--- config.mk ---
export PLATFORM = sky130hd
export DESIGN_NAME = sfc_xonxoff
export DESIGN_NICKNAME = d
export VERILOG_FILES = /design/src/rtl/sfc_pkg.sv /design/src/rtl/sfc_rx_filter.sv /design/src/rtl/sfc_tx_seq.sv /design/src/rtl/sfc_xonxoff.sv
export SDC_FILE = /design/constraint.sdc
export NUM_CORES = 1
export LEC_CHECK = 0
export BUFFER_PORTS_ARGS = -buffer_cell sky130_fd_sc_hd__buf_2
export CAP_MARGIN = 20
export CELL_PAD_IN_SITES_DETAIL_PLACEMENT = 0
export CELL_PAD_IN_SITES_GLOBAL_PLACEMENT = 1
export CORE_ASPECT_RATIO = 0.9
export CORE_MARGIN = 2
export CORE_UTILIZATION = 31
export CTS_BUF_LIST = sky130_fd_sc_hd__clkbuf_16
export DETAILED_ROUTE_END_ITERATION = 10
export GPL_ROUTABILITY_DRIVEN = 1
export PLACE_DENSITY_LB_ADDON = 0.1
export SYNTH_ARGS = -nofsm -noshare
export SYNTH_HDL_FRONTEND = slang
export SYNTH_HIERARCHICAL = 1
export SYNTH_SLANG_ARGS = --single-unit
--- constraint.sdc ---
create_clock -name clk -period 2.1 [get_ports clk]
set_clock_uncertainty 0.15 [all_clocks]
set_input_delay 0.42 -clock clk [delete_from_list [all_inputs] [get_ports clk]]
set_output_delay 0.42 -clock clk [all_outputs]
set_load 0.1 [all_outputs]
--- src/rtl/sfc_pkg.sv ---
package sfc_pkg;
    localparam int CHAR_W    = 8;
    localparam int N_CODES   = 4;
    localparam int THR_W     = 4;
    localparam int THR_SHIFT = 3;

    localparam int IDX_ON1  = 0;
    localparam int IDX_ON2  = 1;
    localparam int IDX_OFF1 = 2;
    localparam int IDX_OFF2 = 3;

    typedef logic [CHAR_W-1:0] char_t;

    typedef struct packed {
        char_t off2;
        char_t off1;
        char_t on2;
        char_t on1;
    } code_set_t;

    typedef enum logic [1:0] {
        SQ_IDLE,
        SQ_FIRST,
        SQ_SECOND
    } seq_state_t;

    function automatic char_t code_at(input code_set_t c, input int idx);
        case (idx)
            IDX_ON1:  return c.on1;
            IDX_ON2:  return c.on2;
            IDX_OFF1: return c.off1;
            default:  return c.off2;
        endcase
    endfunction

    function automatic bit is_pair1(input int idx);
        return (idx == IDX_ON1) || (idx == IDX_OFF1);
    endfunction
endpackage

--- src/rtl/sfc_rx_filter.sv ---
module sfc_rx_filter
    import sfc_pkg::*;
(
    input  logic                 clk,
    input  logic                 rst,
    input  logic                 en,
    input  logic [1:0]           cmp_sel,
    input  code_set_t            codes,
    input  logic                 rx_valid,
    input  char_t                rx_char,
    output logic                 pause,
    output logic [N_CODES-1:0]   det,
    output logic                 out_valid,
    output char_t                out_char
);
    logic [N_CODES-1:0] hit;

    for (genvar k = 0; k < N_CODES; k++) begin : g_cmp
        localparam bit P1 = is_pair1(k);
        assign hit[k] = en && rx_valid && (P1 ? cmp_sel[1] : cmp_sel[0])
                        && (rx_char == code_at(codes, k));
    end

    logic hit_off, hit_on;
    assign hit_off = hit[IDX_OFF1] | hit[IDX_OFF2];
    assign hit_on  = hit[IDX_ON1]  | hit[IDX_ON2];

    always_ff @(posedge clk) begin
        if (rst) begin
            pause     <= 1'b0;
            det       <= '0;
            out_valid <= 1'b0;
            out_char  <= '0;
        end else begin
            det       <= hit;
            out_valid <= rx_valid && (hit == '0);
            if (rx_valid) out_char <= rx_char;
            if (!en)          pause <= 1'b0;
            else if (hit_off) pause <= 1'b1;
            else if (hit_on)  pause <= 1'b0;
        end
    end
endmodule

--- src/rtl/sfc_tx_seq.sv ---
module sfc_tx_seq
    import sfc_pkg::*;
#(
    parameter int LVL_W = 8
) (
    input  logic              clk,
    input  logic              rst,
    input  logic              en,
    input  logic [1:0]        gen_sel,
    input  code_set_t         codes,
    input  logic [THR_W-1:0]  halt_lvl,
    input  logic [THR_W-1:0]  resume_lvl,
    input  logic [LVL_W-1:0]  fifo_level,
    input  logic              ready,
    output logic              req,
    output char_t             code
);
    localparam int SCALED_W = THR_W + THR_SHIFT;

    logic [LVL_W-1:0] halt_thr, resume_thr;
    assign halt_thr   = LVL_W'({halt_lvl,   {THR_SHIFT{1'b0}}});
    assign resume_thr = LVL_W'({resume_lvl, {THR_SHIFT{1'b0}}});

    seq_state_t state;
    logic       halted;
    logic       send_on;
    logic       both;
    logic       start_off, start_on;

    assign both      = gen_sel[1] & gen_sel[0];
    assign start_off = en && (gen_sel != 2'b00) && !halted && (fifo_level >= halt_thr);
    assign start_on  = en && (gen_sel != 2'b00) &&  halted && (fifo_level <= resume_thr);

    always_ff @(posedge clk) begin
        if (rst || !en) begin
            state   <= SQ_IDLE;
            halted  <= 1'b0;
            send_on <= 1'b0;
        end else begin
            case (state)
                SQ_IDLE: begin
                    if (start_off) begin
                        state   <= SQ_FIRST;
                        halted  <= 1'b1;
                        send_on <= 1'b0;
                    end else if (start_on) begin
                        state   <= SQ_FIRST;
                        halted  <= 1'b0;
                        send_on <= 1'b1;
                    end
                end
                SQ_FIRST:  if (ready) state <= both ? SQ_SECOND : SQ_IDLE;
                SQ_SECOND: if (ready) state <= SQ_IDLE;
                default:   state <= SQ_IDLE;
            endcase
        end
    end

    logic use_p1;
    assign use_p1 = (state == SQ_FIRST) && gen_sel[1];
    assign req    = (state != SQ_IDLE);

    always_comb begin
        if (use_p1) code = send_on ? codes.on1 : codes.off1;
        else        code = send_on ? codes.on2 : codes.off2;
    end

    logic unused_w;
    assign unused_w = ^SCALED_W;
endmodule

--- src/rtl/sfc_xonxoff.sv ---
module sfc_xonxoff
    import sfc_pkg::*;
#(
    parameter int LVL_W = 8
) (
    input  logic              clk,
    input  logic              rst,
    input  logic              fc_enable,
    input  logic [3:0]        fc_mode,
    input  logic [THR_W-1:0]  halt_lvl,
    input  logic [THR_W-1:0]  resume_lvl,
    input  logic [CHAR_W-1:0] xon1_code,
    input  logic [CHAR_W-1:0] xon2_code,
    input  logic [CHAR_W-1:0] xoff1_code,
    input  logic [CHAR_W-1:0] xoff2_code,
    input  logic              rx_valid,
    input  logic [CHAR_W-1:0] rx_char,
    input  logic [LVL_W-1:0]  fifo_level,
    input  logic              ins_ready,
    output logic              tx_pause,
    output logic              ins_req,
    output logic [CHAR_W-1:0] ins_char,
    output logic [N_CODES-1:0] det_flags,
    output logic              rxo_valid,
    output logic [CHAR_W-1:0] rxo_char
);
    code_set_t codes;
    assign codes = '{off2: xoff2_code, off1: xoff1_code, on2: xon2_code, on1: xon1_code};

    sfc_rx_filter u_rx (
        .clk       (clk),
        .rst       (rst),
        .en        (fc_enable),
        .cmp_sel   (fc_mode[1:0]),
        .codes     (codes),
        .rx_valid  (rx_valid),
        .rx_char   (rx_char),
        .pause     (tx_pause),
        .det       (det_flags),
        .out_valid (rxo_valid),
        .out_char  (rxo_char)
    );

    sfc_tx_seq #(.LVL_W(LVL_W)) u_tx (
        .clk        (clk),
        .rst        (rst),
        .en         (fc_enable),
        .gen_sel    (fc_mode[3:2]),
        .codes      (codes),
        .halt_lvl   (halt_lvl),
        .resume_lvl (resume_lvl),
        .fifo_level (fifo_level),
        .ready      (ins_ready),
        .req        (ins_req),
        .code       (ins_char)
    );
endmodule

==> results of run 1 <==
==> placed cells by master (no fill, tap or decap), types with 2 or more instances in the layout <==
cell type / netlist / routed
buf_6: 1 / 7
mux2i_1: 8 / 8
inv_1: 10 / 9
nor2_1: 15 / 15
buf_2: 7 / 79
o22ai_2: 2 / 2
buf_4: 1 / 5
xnor2_1: 8 / 8
mux4_2: 8 / 8
nor4_1: 3 / 3
nand2_1: 3 / 3
clkbuf_16: 0 / 3
nor2b_1: 3 / 3
dfxtp_2: 0 / 2
ha_1: 8 / 8
nand3_4: 1 / 2
nand3_1: 3 / 3
nor3b_1: 2 / 2
nor3_1: 5 / 5
nand4_1: 6 / 6
xor2_1: 24 / 24
dfxtp_1: 18 / 16
==> metrics by stage <==
step,worst slack [ps],power [uW],TNS (ps),utilization [%],std cells
global placement,-78.8,822,-403,41.9,301
global route,-89.0,1290,-362,45.4,307
floorplan,164,699,0,-,156
detailed placement,-76.7,821,-473,41.9,301
CTS,-55.2,1240,-148,45.2,307
finish,-51.7,1230,-102,45.4,307
==> registers in the layout, indices dropped and copies added, names as in the netlist <==
name,flops
u_tx/state,2
u_rx/out_char,8
u_rx/out_valid,1
u_rx/pause,1
u_tx/send_on,1
u_rx/det,4
u_tx/halted,1
==> cells by family after synthesis <==
kind of cell    count (synthesis)  synth area share (%)
simple gates                   48                  19.0
compound gates                 13                  7.75
buf+inv                        21                  6.58
fa+ha+maj                       8                  6.67
flops                          18                  24.0
mux                            16                  17.3
xor+xnor                       32                  18.7
==> timing repair <==
| action | CTS | global route |
|---|---|---|
| gates resized for setup | 20 | 3 |
| gates cloned | 1 | 0 |
| endpoints found under the hold margin | 0 | 0 |
| setup endpoints to repair | 8 | 8 |
| setup buffers | 1 | 0 |
| pin swaps | 1 | 0 |
==> worst reg2reg max path: cells and delay by family, from the launching register on <==
family          cells  cell delay [ps]
compound gates      1               70
buf+inv             1              150
flops               1              350
simple gates        3              720
==> cells in the mapped netlist, drive strengths merged (3+ instances only) <==
library cell  number
buf               10
dfxtp             18
ha                 8
inv               10
mux2i              8
mux4               8
nand2              3
nand3              4
nand4              6
nor2              15
nor2b              3
nor3               5
nor3b              3
nor4               4
o22ai              3
xnor2              8
xor2              24
==> report_power, final <==
group	internal [uW]	total, uW	leakage, uW	switching (uW)
clock	253	390	0.0000385	137
combinational	168	474	0.000869	307
sequential	355	362	0.000148	7.84
==> layout make-up <==
type	instances	area (sq um)	share of cell area [%]
Multi-Input combinational cell	118	1060	49.2
Clock buffer	3	75.1	3.48
Timing Repair Buffer	92	532	24.7
Tap cell	65	81.3	3.77
Sequential cell	18	363	16.8
Inverter	10	40.0	1.86
Clock inverter	1	3.75	0.174
==> worst max path at each step <==
stage | endpoint | slack, ps | startpoint | cells after the start
finish | ins_char[5] | -50 | u_tx/state[1]$_SDFFE_PP0P_ | 4
global route | ins_char[5] | -90 | u_tx/state[1]$_SDFFE_PP0P_ | 4
CTS | ins_char[5] | -60 | u_tx/state[1]$_SDFFE_PP0P_ | 4
detailed placement | ins_char[5] | -80 | fc_mode[3] | 4
global placement | ins_char[5] | -80 | fc_mode[3] | 4
floorplan | ins_char[0] | 160 | fc_mode[3] | 2
==> layer usage <==
layer  up-vias  track usage (%)  wire [microns]
met4         0             3.77              25
met1       648             22.8            2140
met3         2             4.65             305
li1        730                -               -
met5         -                0               0
met2        59             24.3            1820
==> metrics.yaml, run 1 <==
setup_path:
  cp_top_family: "multiplexers"
  reg2reg_depth: 5
  critPathLaunchType: "flop"
  cp_slowest_cell: "mux4_2"
  required_ps: 1530
  path_max_fanout: 5
  timing.rr.start: "u_tx/state[0]$_SDFFE_PP0P_"
  r2r_slack_ps: 540
  cp_slowest_stage_delay_ps: 580
  cp-end-kind: "output pin"
  r2r_end: "u_tx/halted$_SDFFE_PP0P_"
  cp.arrival_ps: 1580
  path_buf_inv: 2
  crit_chain: "inv_4 -> nand3_4 -> mux4_2 -> buf_12"
  worstSetupPathType: "flop to output pin"
placement:
  gp_congestion: 0.784
  hpwl_mm: 3.41
  placed_area_sq_um: 1990
  io_buffers: 87
drt:
  wirelength_mm: 4.29
  drc_errors: 0
  drtAntennaViolNets: 0
  num_vias: 1439
  firstDrtPassIters: 4
  drtIter0Drc: 42
  routedWlPerCell_microns: 14.0
  viasPerCell: 4.69
yosys:
  synthTopCellsByArea: "dfxtp_1, xor2_1, mux4_2"
  synthArstFlopShare_pct: 0
  syn-instance-count: 156
  synth-edff-count: 0
  synth.avg_cell_area_sq_um: 9.62
  synth.distinct_cells: 40
  synthFlopType: "dfxtp_1"
  synth_nets: 229
  synth_top_area_cell: "dfxtp_1"
  ys_seq_elements: 18
  synth_top_area_share_pct: 24.0
  yosys_warnings: 6
  syn_area_sq_um: 1500
  ys_seq_area_share_pct: 24.0
clocking:
  cts_buffers: 3
  clk_pin_slew_ps: 60
  cts-root-buf: "clkbuf_16"
  cts_tree: "done"
  hold_buffers: 0
  max-clock-path-buffers: 2
  cts.sinks: 18
  h-tree-depth: 1
  clk_latency_ps: 250
sta:
  slew_violations: 0
  finalWorstSetupSlack_ps: -51.7
  rsz0062_at_grt: "true"
  finalHoldViolCount: 0
  fin_crit_sh_pct: 102
  hold_ws_ps: 310
  worstMarginPinSlew_ps: 496
  min_period_ps: 2150
  slew_headroom_pct: 67.1
  setup_viol: 5
  fmax_mhz: 465
min_path:
  holdPathEnd: "u_rx/pause$_SDFFE_PP0P_"
  hold_path_class: "primary input to flop"
  hp-start: "fc_enable"
  holdPathStages: 3
die:
  die_y_microns: 70.0
  rows: 24
  core_sq_um: 4740
  die_area_sq_um: 5420
  start_util_pct: 31.6
  num_io_pins: 88
  die_w_microns: 77.4
global_routing:
  antenna_found_initial: 0
  gr-total-overflow: 0
  grt_max_degree: 17
  first_global_vias: 1391
  grt_usage_pct: 16.1
  grt_pass1_wl_mm: 6.81
power_and_ir_drop:
  peakVddDrop_v: 0.000308
  leakagePower_uw: 0.00106
  p_per_area_nw_per_um2: 569
layout:
  drive_gt1_share_pct: 47.5
  stdcell_area_sq_um: 2150
  nFillCells: 504
  nets: 316
  n_antenna_cell: 0
  areaGrowthSynthToFinish_pct: 43.5
run_status:
  failed_checks: "setup timing"
  status: "finished, violations left"
flow_run:
  cap_violations: 0
Note: power is estimated with default switching activity, not from simulation.
==> inputs of run 2 (changes only) <==
--- a/config.mk
+++ b/config.mk
@@ -5,15 +5,15 @@
 export SDC_FILE = /design/constraint.sdc
 export NUM_CORES = 1
 export LEC_CHECK = 0
-export BUFFER_PORTS_ARGS = -buffer_cell sky130_fd_sc_hd__buf_2
 export CAP_MARGIN = 20
 export CELL_PAD_IN_SITES_DETAIL_PLACEMENT = 0
 export CELL_PAD_IN_SITES_GLOBAL_PLACEMENT = 1
 export CORE_ASPECT_RATIO = 0.9
 export CORE_MARGIN = 2
-export CORE_UTILIZATION = 31
+export CORE_UTILIZATION = 44
 export CTS_BUF_LIST = sky130_fd_sc_hd__clkbuf_16
 export DETAILED_ROUTE_END_ITERATION = 10
+export DONT_BUFFER_PORTS = 1
 export GPL_ROUTABILITY_DRIVEN = 1
 export PLACE_DENSITY_LB_ADDON = 0.1
 export SYNTH_ARGS = -nofsm -noshare
==> run 2 against run 1 <==
Effect of this change: the flow now finishes without violations; critical path depth down 1; clock power barely moved; final cell count down 29%; flip-flop and latch count unchanged; sequential power about the same; global-route usage grew 5.2 points; routed wire length down 8.6%; count of clock-buffer cells in the layout unchanged.
==> metrics.yaml, run 2 (same netlist as run 1, synthesis figures left out) <==
placement:
  hpwl_mm: 3.18  # -6.7%
  gp_congestion: 0.750  # -4.4%
  io_buffers: 0  # -100%
  pre_cts_ws_ps: 156  # +233 ps
setup_path:
  critPathLaunchType: "flop"
  cp-end-kind: "output pin"
  required_ps: 1530  # about the same
  path_max_fanout: 7  # +2
  worstSetupPathType: "flop to output pin"
  cp.arrival_ps: 1530  # -50 ps
sta:
  finalWorstSetupSlack_ps: 4.64  # +56.3 ps
  slew_headroom_pct: 69.5  # +2.4 points
  setup_viol: 0  # -5
  finalHoldViolCount: 0  # unchanged
  fmax_mhz: 477  # +2.7%
  rsz0062_at_grt: "true"
  worstMarginPinSlew_ps: 456  # -40.1 ps
  fin_crit_sh_pct: 99.8  # -2.7 points
  slew_violations: 0  # unchanged
  min_period_ps: 2100  # -56.3 ps
drt:
  drtIter0Drc: 32  # -24%
  wirelength_mm: 3.92  # -8.6%
  drtAntennaViolNets: 0  # unchanged
  viasPerCell: 5.71  # +22%
  routedWlPerCell_microns: 18.0  # +29%
  drc_errors: 0  # unchanged
  firstDrtPassIters: 4  # unchanged
  num_vias: 1245  # -13%
layout:
  largestRegisters: "u_rx/out_char: 8 flops, u_rx/det: 4 flops, u_tx/state: 2 flops"
  drive_gt1_share_pct: 27.0  # -21 points
  n_antenna_cell: 0  # unchanged
  nFillCells: 303  # -40%
  multiInputGateArea_sq_um: 1060  # unchanged
  largest_reg_flops: 8  # unchanged
  register_area_sq_um: 365  # +0.69%
  areaGrowthSynthToFinish_pct: 25.2
  nets: 248  # -22%
  final_common_cell: "xor2_1"
  final_cell_mix: "xor2_1, buf_4, dfxtp_1"
  top_register: "u_rx/out_char"
clocking:
  hold_buffers: 0  # unchanged
  max-clock-path-buffers: 2  # unchanged
  clk_latency_ps: 250  # about the same
  cts_buffers: 3  # unchanged
  cts_tree: "done"
  cts.sinks: 18  # unchanged
  clk_pin_slew_ps: 50  # about the same
  cts-root-buf: "clkbuf_16"
  h-tree-depth: 1  # unchanged
min_path:
  hold_path_class: "primary input to flop"
global_routing:
  grt_max_degree: 17  # unchanged
  antenna_found_initial: 0  # unchanged
  first_global_vias: 1322  # -5.0%
  gr-total-overflow: 0  # unchanged
  grt_pass1_wl_mm: 6.04  # -11%
  grt_usage_pct: 21.4  # +5.2 points
die:
  num_io_pins: 88  # unchanged
  die_y_microns: 59.4  # -15%
  start_util_pct: 45.1  # +13 points
  core_sq_um: 3330  # -30%
  die_area_sq_um: 3900  # -28%
  die_w_microns: 65.6  # -15%
  rows: 20  # -17%
power_and_ir_drop:
  peakVddDrop_v: 0.000317  # +3.0%
  power_uw: 1150  # -6.1%
  leakagePower_uw: 0.000807  # -24%
  p_per_area_nw_per_um2: 613  # +7.6%
flow_run:
  cap_violations: 0  # unchanged
run_status:
  status: "completed"
-- run 2: cell count changes in the layout (fill, tap and decap cells not counted) --
| cell | delta |
|---|---|
| buf_2 | -79 |
| buf_4 | +11 |
| buf_12 | +7 |
| buf_6 | -7 |
| dfxtp_2 | -1 |
| dfxtp_4 | +1 |
-- run 2: routing by layer --
metal,wire (microns),up-vias,global-route usage (%)
met1,1410,589,21.9
met4,90,0,9.23
met2,2030,57,38.8
met5,0,-,0
met3,393,9,8.37
li1,-,590,-
-- run 2: worst max-delay path, stage by stage (launching register included) --
cell and delay (ps):
dfxtp_4 370, nand3_4 150, mux4_2 550, buf_12 190
-- run 2: worst paths after layout --
check	startpoint	endpoint	slack (ps)	cells past startpoint
hold / removal	rst	u_rx/out_char[7]$_SDFFE_PP0P_	80	1
hold reg to reg	u_rx/out_char[7]$_SDFFE_PP0P_	u_rx/out_char[7]$_SDFFE_PP0P_	350	2
setup / recovery	u_tx/state[0]$_SDFFE_PP0P_	ins_char[3]	5	3
setup reg to reg	u_tx/state[0]$_SDFFE_PP0P_	u_tx/halted$_SDFFE_PP0P_	680	4
-- run 2: area by class of cell --
cell class                      count  area share, %
Clock buffer                        3           3.99
Clock inverter                      1          0.200
Inverter                           10           2.13
Multi-Input combinational cell    118           56.4
Sequential cell                    18           19.4
Tap cell                           44           2.93
Timing Repair Buffer               24           14.9
-- run 2: what timing repair did --
item | CTS | global route
gates resized for setup | 6 | 0
buffers inserted | 0 | 1
endpoints found under the setup margin | 8 | 8
pin swaps | 1 | 1
endpoints found under the hold margin | 0 | 0
cloned | 1 | 0
-- run 2: stage by stage --
| step | instances | TNS [ps] | utilization (%) | instance area, sq um | hold slack (ps) |
|---|---|---|---|---|---|
| 6_report | 218 | 0 | 56.5 | 1880 | 82.2 |
| 5_1_grt | 218 | -215 | 56.5 | 1880 | 73.6 |
| 4_1_cts | 217 | -33.6 | 56.2 | 1870 | 76.1 |
| 3_5_place_dp | 212 | 0 | 53.1 | 1770 | 338 |
| 3_3_place_gp | 212 | 0 | 53.1 | 1770 | 322 |
| 2_1_floorplan | 156 | 0 | - | 1500 | 332 |
-- run 2: power breakdown --
part / switching, uW / internal (uW)
logic: 250 / 152
clock network: 134 / 253
registers: 8.33 / 354
